--- src/rtl/pciInitPkg.sv ---
package pciInitPkg;

  typedef enum logic [2:0] {
    ST_OK     = 3'd0,
    ST_DISC   = 3'd1,
    ST_RETRY  = 3'd2,
    ST_TABORT = 3'd3,
    ST_MABORT = 3'd4
  } doneStatus_t;

  // strobes from the control FSM to the datapath
  typedef struct packed {
    logic load;       // latch a new local request
    logic addrPhase;  // address phase is on the bus
    logic dataPhase;  // a data phase is on the bus
    logic waitTick;   // one more data cycle without device select
    logic markSeen;   // device select observed in this tenure
    logic beatDone;   // current beat completes at this edge
  } ctrlStrobe_t;

endpackage

--- src/rtl/pciInitDpath.sv ---
module pciInitDpath
  import pciInitPkg::*;
#(
  parameter int DATA_W      = 32,
  parameter int LEN_W       = 4,
  parameter int TIMEOUT_CYC = 5
) (
  input  logic                clk,
  input  logic                rstN,
  input  ctrlStrobe_t         strb,
  input  logic                reqWrite,
  input  logic [DATA_W-1:0]   reqAddr,
  input  logic [LEN_W-1:0]    reqLen,
  input  logic [DATA_W-1:0]   wrData,
  input  logic [DATA_W-1:0]   adIn,
  input  logic                parIn,
  output logic [DATA_W-1:0]   adOut,
  output logic [DATA_W/8-1:0] cbeOut,
  output logic                parOut,
  output logic [LEN_W-1:0]    beatIdx,
  output logic                lastBeat,
  output logic                waitExpired,
  output logic                seenQ,
  output logic                rdValid,
  output logic [DATA_W-1:0]   rdData,
  output logic                rdParErr
);

  localparam int BE_W   = DATA_W / 8;
  localparam int WAIT_W = $clog2(TIMEOUT_CYC + 1);
  localparam logic [BE_W-1:0] CMD_WR = BE_W'(4'b0111);
  localparam logic [BE_W-1:0] CMD_RD = BE_W'(4'b0110);

  logic [DATA_W-1:0] curAddr;
  logic [LEN_W-1:0]  remain;
  logic [LEN_W-1:0]  beatCnt;
  logic [WAIT_W-1:0] waitCnt;
  logic              isWrite;
  logic              rdBeat;

  assign rdBeat = strb.beatDone && !isWrite;

  always_ff @(posedge clk or negedge rstN) begin
    if (!rstN) begin
      curAddr <= '0;
      remain  <= '0;
      beatCnt <= '0;
      waitCnt <= '0;
      seenQ   <= 1'b0;
      isWrite <= 1'b0;
    end else begin
      if (strb.load) begin
        curAddr <= reqAddr;
        remain  <= reqLen;
        beatCnt <= '0;
        isWrite <= reqWrite;
      end
      if (strb.addrPhase) begin
        waitCnt <= '0;
        seenQ   <= 1'b0;
      end
      if (strb.waitTick) waitCnt <= waitCnt + 1'b1;
      if (strb.markSeen) seenQ <= 1'b1;
      if (strb.beatDone) begin
        curAddr <= curAddr + DATA_W'(BE_W);
        remain  <= remain - 1'b1;
        beatCnt <= beatCnt + 1'b1;
      end
    end
  end

  always_ff @(posedge clk or negedge rstN) begin
    if (!rstN) begin
      rdValid  <= 1'b0;
      rdData   <= '0;
      rdParErr <= 1'b0;
    end else begin
      rdValid  <= rdBeat;
      rdParErr <= rdBeat && (parIn != (^{adIn, cbeOut}));
      if (rdBeat) rdData <= adIn;
    end
  end

  always_comb begin
    adOut  = '0;
    cbeOut = '0;
    if (strb.addrPhase) begin
      adOut  = curAddr;
      cbeOut = isWrite ? CMD_WR : CMD_RD;
    end else if (strb.dataPhase && isWrite) begin
      adOut = wrData;
    end
  end

  assign parOut      = ^{adOut, cbeOut};
  assign beatIdx     = beatCnt;
  assign lastBeat    = (remain == LEN_W'(1));
  assign waitExpired = (waitCnt == WAIT_W'(TIMEOUT_CYC - 1));

endmodule

--- src/rtl/pciInitCtrl.sv ---
module pciInitCtrl
  import pciInitPkg::*;
(
  input  logic        clk,
  input  logic        rstN,
  input  logic        reqValid,
  input  logic        busGnt,
  input  logic        devselIn,
  input  logic        trdyIn,
  input  logic        stopIn,
  input  logic        lastBeat,
  input  logic        waitExpired,
  input  logic        seenQ,
  output ctrlStrobe_t strb,
  output logic        reqReady,
  output logic        busReq,
  output logic        frameOut,
  output logic        irdyOut,
  output logic        doneValid,
  output logic [2:0]  doneStatus
);

  typedef enum logic [2:0] {S_IDLE, S_REQ, S_ADDR, S_DATA, S_END} state_t;

  state_t      state, nextState;
  doneStatus_t statusQ, nextStatus;

  always_ff @(posedge clk or negedge rstN) begin
    if (!rstN) begin
      state   <= S_IDLE;
      statusQ <= ST_OK;
    end else begin
      state   <= nextState;
      statusQ <= nextStatus;
    end
  end

  always_comb begin
    nextState  = state;
    nextStatus = statusQ;
    strb       = '0;
    case (state)
      S_IDLE: if (reqValid) begin
        strb.load = 1'b1;
        nextState = S_REQ;
      end
      S_REQ: if (busGnt) nextState = S_ADDR;
      S_ADDR: begin
        strb.addrPhase = 1'b1;
        nextState      = S_DATA;
      end
      S_DATA: begin
        strb.dataPhase = 1'b1;
        strb.waitTick  = !devselIn && !seenQ;
        strb.markSeen  = devselIn;
        if (stopIn) begin
          nextState = S_END;
          if (devselIn && trdyIn) begin
            strb.beatDone = 1'b1;
            nextStatus    = ST_DISC;
          end else if (devselIn) begin
            nextStatus = ST_RETRY;
          end else begin
            nextStatus = ST_TABORT;
          end
        end else if (devselIn && trdyIn) begin
          strb.beatDone = 1'b1;
          if (lastBeat) begin
            nextState  = S_END;
            nextStatus = ST_OK;
          end
        end else if (!devselIn && !seenQ && waitExpired) begin
          nextState  = S_END;
          nextStatus = ST_MABORT;
        end
      end
      S_END: nextState = (statusQ == ST_RETRY) ? S_REQ : S_IDLE;
      default: nextState = S_IDLE;
    endcase
  end

  assign reqReady   = (state == S_IDLE);
  assign busReq     = (state == S_REQ);
  assign irdyOut    = (state == S_DATA);
  assign frameOut   = (state == S_ADDR) || ((state == S_DATA) && !lastBeat);
  assign doneValid  = (state == S_END);
  assign doneStatus = statusQ;

endmodule

--- src/rtl/pciInitiator.sv ---
module pciInitiator
  import pciInitPkg::*;
#(
  parameter int DATA_W      = 32,
  parameter int LEN_W       = 4,
  parameter int TIMEOUT_CYC = 5
) (
  input  logic                clk,
  input  logic                rstN,
  input  logic                reqValid,
  output logic                reqReady,
  input  logic                reqWrite,
  input  logic [DATA_W-1:0]   reqAddr,
  input  logic [LEN_W-1:0]    reqLen,
  output logic [LEN_W-1:0]    beatIdx,
  input  logic [DATA_W-1:0]   wrData,
  output logic                rdValid,
  output logic [DATA_W-1:0]   rdData,
  output logic                rdParErr,
  output logic                doneValid,
  output logic [2:0]          doneStatus,
  output logic [LEN_W-1:0]    doneBeats,
  output logic                busReq,
  input  logic                busGnt,
  output logic                frameOut,
  output logic                irdyOut,
  input  logic                devselIn,
  input  logic                trdyIn,
  input  logic                stopIn,
  output logic [DATA_W-1:0]   adOut,
  input  logic [DATA_W-1:0]   adIn,
  output logic [DATA_W/8-1:0] cbeOut,
  output logic                parOut,
  input  logic                parIn
);

  ctrlStrobe_t strb;
  logic        lastBeat;
  logic        waitExpired;
  logic        seenQ;

  pciInitCtrl ctrl_i (
    .clk        (clk),
    .rstN       (rstN),
    .reqValid   (reqValid),
    .busGnt     (busGnt),
    .devselIn   (devselIn),
    .trdyIn     (trdyIn),
    .stopIn     (stopIn),
    .lastBeat   (lastBeat),
    .waitExpired(waitExpired),
    .seenQ      (seenQ),
    .strb       (strb),
    .reqReady   (reqReady),
    .busReq     (busReq),
    .frameOut   (frameOut),
    .irdyOut    (irdyOut),
    .doneValid  (doneValid),
    .doneStatus (doneStatus)
  );

  pciInitDpath #(
    .DATA_W     (DATA_W),
    .LEN_W      (LEN_W),
    .TIMEOUT_CYC(TIMEOUT_CYC)
  ) dpath_i (
    .clk        (clk),
    .rstN       (rstN),
    .strb       (strb),
    .reqWrite   (reqWrite),
    .reqAddr    (reqAddr),
    .reqLen     (reqLen),
    .wrData     (wrData),
    .adIn       (adIn),
    .parIn      (parIn),
    .adOut      (adOut),
    .cbeOut     (cbeOut),
    .parOut     (parOut),
    .beatIdx    (beatIdx),
    .lastBeat   (lastBeat),
    .waitExpired(waitExpired),
    .seenQ      (seenQ),
    .rdValid    (rdValid),
    .rdData     (rdData),
    .rdParErr   (rdParErr)
  );

  assign doneBeats = beatIdx;

endmodule

--- config.mk ---
export PLATFORM = sky130hd
export DESIGN_NAME = pciInitiator
export DESIGN_NICKNAME = d
export VERILOG_FILES = /design/src/rtl/pciInitPkg.sv /design/src/rtl/pciInitDpath.sv /design/src/rtl/pciInitCtrl.sv /design/src/rtl/pciInitiator.sv
export SDC_FILE = /design/constraint.sdc
export NUM_CORES = 1
export LEC_CHECK = 0
export BUFFER_PORTS_ARGS = -buffer_cell sky130_fd_sc_hd__buf_2
export CORE_MARGIN = 10
export CORE_UTILIZATION = 51
export CTS_CLUSTER_SIZE = 28
export DETAILED_ROUTE_END_ITERATION = 8
export GPL_TIMING_DRIVEN = 0
export PLACE_DENSITY = 0.82
export SYNTH_ARGS = -nofsm -noshare
export SYNTH_HDL_FRONTEND = slang
export SYNTH_SLANG_ARGS = --single-unit
--- constraint.sdc ---
create_clock -name clk -period 2.85 [get_ports clk]
set_clock_uncertainty 0.1 [all_clocks]
set_input_delay 0.1425 -clock clk [delete_from_list [all_inputs] [get_ports clk]]
set_output_delay 0.1425 -clock clk [all_outputs]
set_load 0.02 [all_outputs]
-- Word level (Yosys, flattened, before mapping)
Cells that the tools add are included.
- add/sub/neg operators: 4
- eq/ne operators: 13
- muxes and demuxes: 32
- reductions and logical operators: 21
- operators by type and width (operator ; number):
    32-bit 2-to-1 mux ; 4
    36-bit XOR reduction ; 2
    3-bit 2-to-1 mux ; 12
    32-bit by 3-bit adder with 32-bit output (second input constant) ; 1
    4-bit 2-to-1 mux ; 6
    3-bit one-hot mux with 5 select lines ; 1
    3-bit by 2-bit equality test with 1-bit output (second input constant) ; 3
    1-bit 2-to-1 mux ; 9
    1-bit logical AND ; 7
    3-bit equality test (second input constant) ; 2
    2-bit nonzero test ; 3
    4-bit by 1-bit adder with 4-bit output (second input constant) ; 1
    4-bit by 1-bit equality test with 1-bit output (second input constant) ; 1
    1-bit logical NOT ; 4
    4-bit by 1-bit != test with 1-bit output (second input constant) ; 1
    4-bit by 3-bit != test with 1-bit output (second input constant) ; 1
    4-bit AND reduction ; 1
    4-bit by 1-bit subtractor with 4-bit output (second input constant) ; 1
    3-bit by 1-bit adder with 3-bit output (second input constant) ; 1
    3-bit by 1-bit equality test with 1-bit output (second input constant) ; 1
    3-bit logical NOT ; 1
    3-bit by 2-bit != test with 1-bit output (second input constant) ; 1
    3-bit AND reduction ; 1
    3-bit nonzero test ; 1
    other kinds (4) ; 4
- bits in registers: 85
- input bits: 109
- output and inout port bits: 87
- logic and storage cells: 81

-- Longest topological paths before layout
Gate-level depths: netlist (run 1).
- word-level depth: 7
- mapped depth: 8
- mapped depth without buffers: 7

-- Cells and area by module
From an unflattened synthesis (run 1), not the netlist that was laid out.
- cell total of the unflattened synthesis: 550
- area total of the unflattened synthesis: 5327.6 um^2
- by module, submodules not included (module ; instances ; cells each ; area each (um^2) ; sequential area each (um^2)):
    pciInitDpath ; 1 ; 505 ; 4907.2 ; 1976.9
    pciInitCtrl ; 1 ; 41 ; 390.4 ; 150.1
    pciInitiator ; 1 ; 4 ; 30.0 ; 0.0

-- Worst setup path before layout (run 1)
No wires, ideal clock.
- kind: register to output
- start point: reg ctrl_i.state[2]
- end point: out parOut
- arrival time: 2199 ps
- required time: 2608 ps
- slack: 408 ps
- stages on the path, launching flop included: 9
- path buffers: 2
- path through: dfrtp_1 -> buf_6 -> or3b_4 -> buf_6 -> o22ai_2 -> xor2_1 -> xnor2_1 -> xnor3_1 -> xnor3_1
- cells in the longest elaborated chain, start to end: 6
- elaborated cells between the ends (all ways): 9
- classes of those cells: eq/ne: 2; mux: 5; reduce/logical: 2
- RTL lines (item ; RTL line ; RTL):
    start: declaration ; pciInitCtrl.sv:25 ; state_t state, nextState;
    start signal: assignment ; pciInitCtrl.sv:33 ; state <= nextState;
    3-bit by 2-bit equality test with 1-bit output ; pciInitCtrl.sv:42 ; case (state)
    4-bit 2-to-1 mux ; pciInitCtrl.sv:42 ;
    1-bit logical AND ; pciInitDpath.sv:90 ; end else if (strb.dataPhase && isWrite) begin
    32-bit 2-to-1 mux ; pciInitDpath.sv:90 ;
    32-bit 2-to-1 mux ; pciInitDpath.sv:87 ; if (strb.addrPhase) begin
    36-bit XOR reduction * ; pciInitDpath.sv:95 ; assign parOut = ^{adOut, cbeOut};
    end: declaration ; pciInitiator.sv:33 ; output logic parOut,
Every way passes the cells marked *; elsewhere a longest branch is shown, timed or not.

==> impl_metrics.ini, run 1 <==
[cells_and_area]
regArea_um2 = 2127
synthToLayoutAreaGrowth_pct = 40.07
multi_input_area_um2 = 3176
drive_gt1_share_pct = 31.10
fillers = 720
nets = 1020

[timing]
drv_slew = 0
post-route-min-period_ns = 3.012
fin_crit_sh_pct = 105.7
relSlewSlack_pct = 52.97
fmax_mhz = 332.0
timing.hold.ws_ns = 0.007719
setup_ws_ns = -0.1617
worst_pin_slew_ns = 0.7055
hold_violations = 0
rsz0062_at_grt = yes
setup_viol = 1
fin_tns_setup_ns = -0.1617

[cts]
clockBufferDepth = 2
root_buffer = clkbuf_8
numCtsBuffers = 9
cts_tree = built
clock-sinks = 85
clk_pin_slew_ns = 0.09
htreeDepth = 3
clock_latency_ns = 0.36

[power_and_ir_drop]
power_frac_seq_pct = 27.2
sw_frac_of_total_pct = 47.93
power_frac_comb_pct = 62.7
power_leakage_nw = 3.563
switchingPower_mw = 4.004
powerDensity_nw_per_um2 = 1079
vdd_ir_drop_max_v = 0.001605
p_clk_share_pct = 10.2
internal_power_mw = 4.350

[detailed_routing]
vias_per_cell = 5.802
drt-total-wl_um = 20590
vias = 6075
ant_nets = 0
drtPass1Iterations = 6
drc = 0
first_iter_violations = 688
wire_per_inst_um = 19.66

[synth]
yosysUniqueCellTypes = 51
syn_inst = 619
synth_area_um2 = 5527
synth_nets = 734
synth_edf_count = 0
async_flop_share_pct = 100.0
syn-mean-instance-area_um2 = 8.928
ys_top_cells_by_count = dfrtp_1, xnor2_1, nand2_1, nor2_1, a21oi_1
synth.area.top_cells = dfrtp_1, xnor2_1, mux2_2
ys_seq_area_share_pct = 38.49
yosysMostFrequentCell = dfrtp_1
synth_warnings = 0
ys_ff_latch = 85
yosys.area.top_type = dfrtp_1
synth_flop_cell = dfrtp_1
yosys.area.top_type_share_pct = 38.49

[critical_path]
cpPeakStageDelay_ns = 0.40
crit_path_start_kind = flop
cp.buffers_inverters = 4
r2r_slack_ns = 0.17
criticalPathCategory = flop to output port
cp.arrival_ns = 2.77
critPathLaunch = ctrl_i.state[2]$_DFFE_PN0P_
path_depth = 10
endpoint = parOut
reg2reg_to = dpath_i.curAddr[17]$_DFFE_PN0P_
r2r_cells = 8
path_delay_family = XOR/XNOR gates
crit_path_cell_trace = buf_6, or3b_4, buf_4, clkinvlp_4, o21a_1, o211ai_1, xnor2_1, xnor3_1, xnor3_1, buf_6
end_kind = output port
critPathMaxFanout = 5
regToRegStartpoint = ctrl_i.state[1]$_DFFE_PN0P_
critPathSlowestCell = dfrtp_1
cp_data_required_time_ns = 2.61

[grt]
antenna_found_initial = 1
grt-ovfl-total = 0
grt_usage_pct = 26.01
grt_pass1_wl_um = 31750
grt_max_degree = 59
first_global_vias = 6078

[die]
die_w_um = 124.1
num_rows = 37
fp.dieArea_um2 = 15400
core-area_um2 = 10460
pin_count = 196
die_h_um = 124.1
start_util_pct = 52.82

[placed_design]
hpwlAfterDp_um = 15010
gp_congestion = 0.9870
io_buffers = 194
dp_slack_ns = 0.06486

[status]
status = finished with violations
violations = negative setup slack

[run]
maxCapViolCount = 0

[worst_hold_path]
whs_path_depth = 3
hold_path.class = primary input to flop
-- through the flow --
stage,util [%],power [mW],std cells,cell area (um^2)
floorplan,-,5.466,619,5527
global route,73.99,8.839,1047,7741
CTS,73.65,8.215,1043,7706
finish,73.99,8.354,1047,7741
detailed placement,64.02,7.012,950,6698
global placement,63.73,6.835,949,6668
-- power by group through the flow --
stage / clock, mW / combinational, mW / sequential (mW)
after global placement: 0 / 4.64 / 2.19
after detailed placement: 0 / 4.77 / 2.24
final: 0.849 / 5.24 / 2.27
after floorplan: 0 / 3.03 / 2.44
after CTS: 0.852 / 5.13 / 2.23
after global routing: 0.892 / 5.61 / 2.33
-- per-layer routing --
metal	GRT usage, %	vias up	wire [um]
li1	-	2747	-
met3	4.615	72	1899
met4	11.01	0	716
met1	30.93	2887	7568
met5	0	-	0
met2	45.22	369	10400
-- sequential cells by signal (all words and copies together) (netlist names) --
name / count
ctrl_i.doneStatus: 3
ctrl_i.state: 3
dpath_i.beatIdx: 4
dpath_i.curAddr: 32
dpath_i.isWrite: 1
dpath_i.rdData: 32
dpath_i.rdParErr: 1
dpath_i.rdValid: 1
dpath_i.remain: 4
dpath_i.seenQ: 1
dpath_i.waitCnt: 3
-- final cells by class --
class                   count  share of cell area [%]
inverters                  10                  0.5334
clock buffers              10                   1.778
multi-input cells         474                   41.02
diodes                      1                 0.03233
clock inverters             6                  0.6465
repair buffers            276                   23.21
plain buffers              49                   3.103
flip-flops and latches     85                   27.48
well taps                 136                   2.198
-- cells in the final DEF (no fill, tap or decap), types with 25 or more instances in the layout --
cell / n
nand2_1: 58
nand3_1: 25
xnor2_1: 59
clkbuf_1: 30
o21ai_0: 26
a21oi_1: 43
buf_2: 198
dfrtp_1: 85
dlygate4sd3_1: 71
nor2_1: 53
mux2_2: 33
nor2b_1: 30
-- cells by family (layout without fill, tap and decap cells) --
kind of cell | count (synthesis) | after routing | share of synthesized area [%]
xor gates and xnor gates | 76 | 76 | 12.79
and+or+nand+nor | 221 | 221 | 19.45
buffers and inverters | 60 | 351 | 5.003
other | 1 | 2 | 0.06785
DFF | 85 | 85 | 38.49
AOI/OAI and AO/OA | 137 | 137 | 16.12
muxes | 33 | 33 | 6.724
adders and majority gates | 6 | 6 | 1.358
-- worst min-delay path by stage --
| stage | start | end | slack, ns |
|---|---|---|---|
| after floorplan | rstN | ctrl_i.doneStatus[0]$_DFFE_PN0P_ | -0.25 |
| after global placement | reqWrite | dpath_i.isWrite$_DFFE_PN0P_ | 0.24 |
| after detailed placement | rstN | dpath_i.beatIdx[3]$_DFFE_PN0P_ | 0.002 |
| after CTS | devselIn | dpath_i.seenQ$_DFFE_PN0P_ | 0.005 |
| after global routing | busGnt | ctrl_i.state[1]$_DFFE_PN0P_ | 0.06 |
| final | devselIn | dpath_i.seenQ$_DFFE_PN0P_ | 0.008 |
-- tightest hold or removal path: stages --
cell and delay, ns:
buf_2 0.14, a21oi_1 0.07, nor2_1 0.07
-- repair_timing --
item                                    CTS  global route
hold buffers                             71             0
setup buffers                             7             3
endpoints found under the setup margin    1            44
hold endpoints to repair                114             0
gates resized for setup                  11             5
pin swaps                                11             5
(Power assumes the default switching activity.)
==> inputs of run 2 (changes only) <==
--- a/config.mk
+++ b/config.mk
@@ -12,6 +12,7 @@
 export DETAILED_ROUTE_END_ITERATION = 8
 export GPL_TIMING_DRIVEN = 0
 export PLACE_DENSITY = 0.82
+export SETUP_SLACK_MARGIN = 0.5
 export SYNTH_ARGS = -nofsm -noshare
 export SYNTH_HDL_FRONTEND = slang
 export SYNTH_SLANG_ARGS = --single-unit
==> run 2 against run 1 <==
- the flow still finishes with violations (negative setup slack)
- register-to-register slack gained 0.27 ns
- setup slack improved by 0.0049 ns
- global-route usage is 1.2 points higher
- sequential share of layout area shrank 0.80 points
- flip-flop and latch count unchanged
- worst hold slack better by 0.048 ns
- power up 6.4%
- clock power increased by 30%
- critical path depth down 1
- highest routed layer unchanged
==> impl_metrics.ini, run 2 (same netlist as run 1, synthesis figures left out) <==
[status]
status = finished with violations
violations = negative setup slack

[detailed_routing]
ant_nets = 0
drc = 0
drtPass1Iterations = 6
first_iter_violations = 893
wire_per_inst_um = 21.10
drt-total-wl_um = 22340
vias_per_cell = 5.975
vias = 6328

[timing]
drv_slew = 0
fmax_mhz = 332.6
post-route-min-period_ns = 3.007
timing.hold.ws_ns = 0.05536
setup_ws_ns = -0.1568
fin_tns_setup_ns = -0.1568
hold_violations = 0
worst_pin_slew_ns = 0.6718
setup_viol = 1
rsz0062_at_grt = yes
relSlewSlack_pct = 55.21
fin_crit_sh_pct = 105.5

[power_and_ir_drop]
vdd_ir_drop_max_v = 0.001335
power_leakage_nw = 3.716
power_mw = 8.893
powerDensity_nw_per_um2 = 1111

[die]
num_rows = 37
start_util_pct = 52.82
core-area_um2 = 10460
die_h_um = 124.1
die_w_um = 124.1
pin_count = 196
fp.dieArea_um2 = 15400

[cells_and_area]
reg.largest.list = dpath_i.curAddr (32), dpath_i.rdData (32)
nets = 1030
regArea_um2 = 2135
synthToLayoutAreaGrowth_pct = 44.78
fillers = 666
drive_gt1_share_pct = 36.09
layout_common_cells = buf_2, dfrtp_1, dlygate4sd3_1
multi_input_area_um2 = 3232
layout_commonest_cell = buf_2

[grt]
antenna_found_initial = 2
first_global_vias = 6312
grt_max_degree = 54
grt-ovfl-total = 0
grt_pass1_wl_um = 32990
grt_usage_pct = 27.26

[critical_path]
critPathMaxFanout = 8
critPathLaunch = ctrl_i.state[2]$_DFFE_PN0P_
cp_data_required_time_ns = 2.61
critPathSlowestCell = xnor3_1
path_common_cell = buf_6
crit_path_cell_trace = buf_6, or3b_4, buf_8, o22ai_4, xor2_1, xnor2_1, xnor3_1, xnor3_2, buf_6
regToRegStartpoint = ctrl_i.state[2]$_DFFE_PN0P_
end_kind = output port
cpPeakStageDelay_ns = 0.42
cp.buffers_inverters = 3
path_delay_family = XOR/XNOR gates
criticalPathCategory = flop to output port
cp.arrival_ns = 2.76
r2r_slack_ns = 0.44
crit_path_start_kind = flop

[cts]
cts_tree = built
htreeDepth = 3
clock_latency_ns = 0.37
root_buffer = clkbuf_8
clockBufferDepth = 2
clock-sinks = 85
numCtsBuffers = 9
clk_pin_slew_ns = 0.09

[run]
maxCapViolCount = 0

[placed_design]
gp_congestion = 0.9995
dp_slack_ns = 0.09215
hpwlAfterDp_um = 15020
io_buffers = 194

[worst_hold_path]
hold_path.class = primary input to flop
min_from = busGnt
[run 2: changes by cell type in the layout (fill, tap and decap cells not counted), sizes merged]
| cell | delta |
|---|---|
| bufinv | +3 |
| clkinvlp | -1 |
| buf | +16 |
| inv | -1 |
| diode | +2 |
| clkbuf | -7 |
[run 2: where the power goes]
part | switching [mW] | internal [mW] | leakage (nW)
registers | 0.548 | 1.75 | 1.06
logic | 3.12 | 2.38 | 2.53
clock network | 0.500 | 0.597 | 0.126
total | 4.17 | 4.73 | 3.72
[run 2: worst paths after layout]
path | end | cells after the start
worst min register to register | dpath_i.rdData[15]$_DFFE_PN0P_ | 1
worst max register to register | dpath_i.curAddr[27]$_DFFE_PN0P_ | 10
worst max-delay path | parOut | 9
worst min-delay path | ctrl_i.state[1]$_DFFE_PN0P_ | 3
min in group asynchronous | dpath_i.beatIdx[3]$_DFFE_PN0P_ | 2
max in group asynchronous | ctrl_i.state[2]$_DFFE_PN0P_ | 3
[run 2: per-layer routing]
metal / wire [um] / up-vias / track usage [%]
met1: 7876 / 2955 / 32.84
li1: - / 2769 / -
met2: 10970 / 495 / 46.74
met4: 1162 / 0 / 11.94
met3: 2332 / 109 / 4.796
met5: 0 / - / 0
[run 2: tightest hold or removal path, stage by stage]
cell and delay, ns:
buf_2 0.13, a21oi_1 0.15, nor3_1 0.06
[run 2: cell type report]
class / count / share of cell area [%]
clock buffers: 9 / 1.548
clock inverters: 7 / 1.595
multi-input cells: 474 / 40.39
flip-flops and latches: 85 / 26.68
well taps: 136 / 2.127
inverters: 10 / 0.5160
diodes: 3 / 0.09382
plain buffers: 50 / 3.800
repair buffers: 285 / 23.25
[run 2: timing repair]
| item | 4_1_cts | 5_1_grt |
|---|---|---|
| setup buffers | 12 | 7 |
| hold buffers | 71 | 0 |
| hold endpoints to repair | 102 | 0 |
| setup endpoints to repair | 89 | 71 |
| resized for setup | 25 | 68 |
| pin swaps | 9 | 8 |
[run 2: per-stage QoR]
step	instance area, um^2	cells	utilization, %
after floorplan	5533	619	-
after global placement	6674	949	63.79
after detailed placement	6704	950	64.08
after CTS	7824	1049	74.78
after global routing	7999	1058	76.45
final	8001	1059	76.48
==> inputs of run 3 (changes only) <==
--- a/config.mk
+++ b/config.mk
@@ -12,6 +12,7 @@
 export DETAILED_ROUTE_END_ITERATION = 8
 export GPL_TIMING_DRIVEN = 0
 export PLACE_DENSITY = 0.82
+export RECOVER_POWER = 50
 export SETUP_SLACK_MARGIN = 0.5
 export SYNTH_ARGS = -nofsm -noshare
 export SYNTH_HDL_FRONTEND = slang
==> run 3 against run 2 <==
- the flow finishes with violations (max-capacitance violations, max-slew violations, negative setup slack)
- setup slack lost 0.0031 ns
- register-to-register slack is essentially flat
- sequential power is essentially flat
- critical endpoint unchanged
- largest power group unchanged
- highest routed layer unchanged
==> impl_metrics.ini, run 3 (same netlist as run 1, synthesis figures left out) <==
[status]
status = finished with violations
violations = max-capacitance violations, max-slew violations, negative setup slack

[critical_path]
criticalPathCategory = flop to output port
cp.arrival_ns = 2.77
crit_path_start_kind = flop
cpPeakStageDelay_ns = 0.42
critPathSlowestCell = xnor3_1
cp_data_required_time_ns = 2.61
critPathMaxFanout = 8
path_common_cell = buf_6
end_kind = output port
crit_path_cell_trace = buf_6, or3b_4, buf_8, o22ai_4, xor2_1, xnor2_1, xnor3_1, xnor3_2, buf_6

[detailed_routing]
vias = 6324
drtPass1Iterations = 5
first_iter_violations = 924
drc = 0
drt-total-wl_um = 22200
wire_per_inst_um = 20.97
ant_nets = 0
vias_per_cell = 5.972

[cells_and_area]
final_cell_area_um2 = 7945
drive_gt1_share_pct = 31.41
fillers = 700
layout_common_cells = buf_2, dfrtp_1, dlygate4sd3_1
finalNonFillerCells = 1059
reg.largest.list = dpath_i.curAddr (32), dpath_i.rdData (32)
nets = 1030
layout_commonest_cell = buf_2
synthToLayoutAreaGrowth_pct = 43.76
utilization_pct = 75.94

[run]
maxCapViolCount = 1

[timing]
worst_pin_slew_ns = 2.005
timing.hold.ws_ns = 0.05702
post-route-min-period_ns = 3.010
fin_tns_setup_ns = -0.1599
hold_violations = 0
fmax_mhz = 332.2
fin_crit_sh_pct = 105.6
setup_viol = 1
relSlewSlack_pct = -33.68
drv_slew = 33
rsz0062_at_grt = yes
setup_ws_ns = -0.1599

[power_and_ir_drop]
vdd_ir_drop_max_v = 0.001335
power_mw = 8.809
powerDensity_nw_per_um2 = 1109
power_leakage_nw = 3.573

[die]
core-area_um2 = 10460
die_h_um = 124.1
fp.dieArea_um2 = 15400
die_w_um = 124.1
pin_count = 196
num_rows = 37
start_util_pct = 52.82

[cts]
clock_latency_ns = 0.37
clockBufferDepth = 2
clk_pin_slew_ns = 0.09
htreeDepth = 3
clock-sinks = 85
root_buffer = clkbuf_8
numCtsBuffers = 9
cts_tree = built

[placed_design]
dp_cells = 950
gp_congestion = 0.9995
dpl_cell_area_um2 = 6704
dp_slack_ns = 0.09215
io_buffers = 194
hpwlAfterDp_um = 15020

[grt]
grt_pass1_wl_um = 32990
grt_usage_pct = 27.26
grt_max_degree = 54
first_global_vias = 6312
grt-ovfl-total = 0
antenna_found_initial = 2

[worst_hold_path]
hold_path.class = primary input to flop
[run 3: changes by cell type in the layout (fill, tap and decap cells not counted)]
cell,delta
buf_2,-42
clkbuf_1,+43
buf_4,-1
[run 3: final timing paths]
kind                                                startpoint                              end  slack (ns)  depth (start not counted)
worst max-delay path               ctrl_i.state[2]$_DFFE_PN0P_                           parOut       -0.16                          9
worst min-delay path                                    busGnt      ctrl_i.state[1]$_DFFE_PN0P_        0.06                          3
worst max register to register     ctrl_i.state[2]$_DFFE_PN0P_  dpath_i.curAddr[27]$_DFFE_PN0P_        0.43                         10
worst min register to register  dpath_i.rdData[15]$_DFFE_PN0P_   dpath_i.rdData[15]$_DFFE_PN0P_        0.41                          1
max in group asynchronous                                 rstN   dpath_i.curAddr[7]$_DFFE_PN0P_        0.58                          2
min in group asynchronous                                 rstN   dpath_i.beatIdx[3]$_DFFE_PN0P_        0.77                          2
[run 3: timing repair]
item | in CTS | in global routing
setup endpoints to repair | 89 | 71
endpoints found under the hold margin | 102 | 0
setup buffers | 12 | 7
pin swaps | 9 | 8
gates resized for setup | 25 | 68
hold buffers | 71 | 0
[run 3: routing by layer]
layer	GRT usage [%]	part of all wire, %	vias up
met3	4.796	11	110
met5	0	0	-
met2	46.74	49	482
met1	32.84	35	2963
li1	-	-	2769
met4	11.94	5.3	0
[run 3: layout make-up]
type | count | area, um^2 | share of cell area (%)
multi-input cells | 474 | 3232 | 40.68
repair buffers | 285 | 1804 | 22.71
clock inverters | 7 | 127.6 | 1.606
clock buffers | 9 | 123.9 | 1.559
well taps | 136 | 170.2 | 2.142
plain buffers | 50 | 304.0 | 3.827
inverters | 10 | 41.29 | 0.5197
flip-flops and latches | 85 | 2135 | 26.87
diodes | 3 | 7.507 | 0.09449
[run 3: worst max-delay path, delay by kind of cell (launching register included)]
kind	cells	cell delay [ns]
xor gates and xnor gates	4	1.00
buffers and inverters	3	0.44
and+or+nand+nor	1	0.41
DFF	1	0.40
AOI/OAI and AO/OA	1	0.15
[run 3: report_power, final]
group | switching (mW) | internal, mW
clock network | 0.501 | 0.596
logic | 3.11 | 2.30
registers | 0.548 | 1.75
total | 4.16 | 4.65
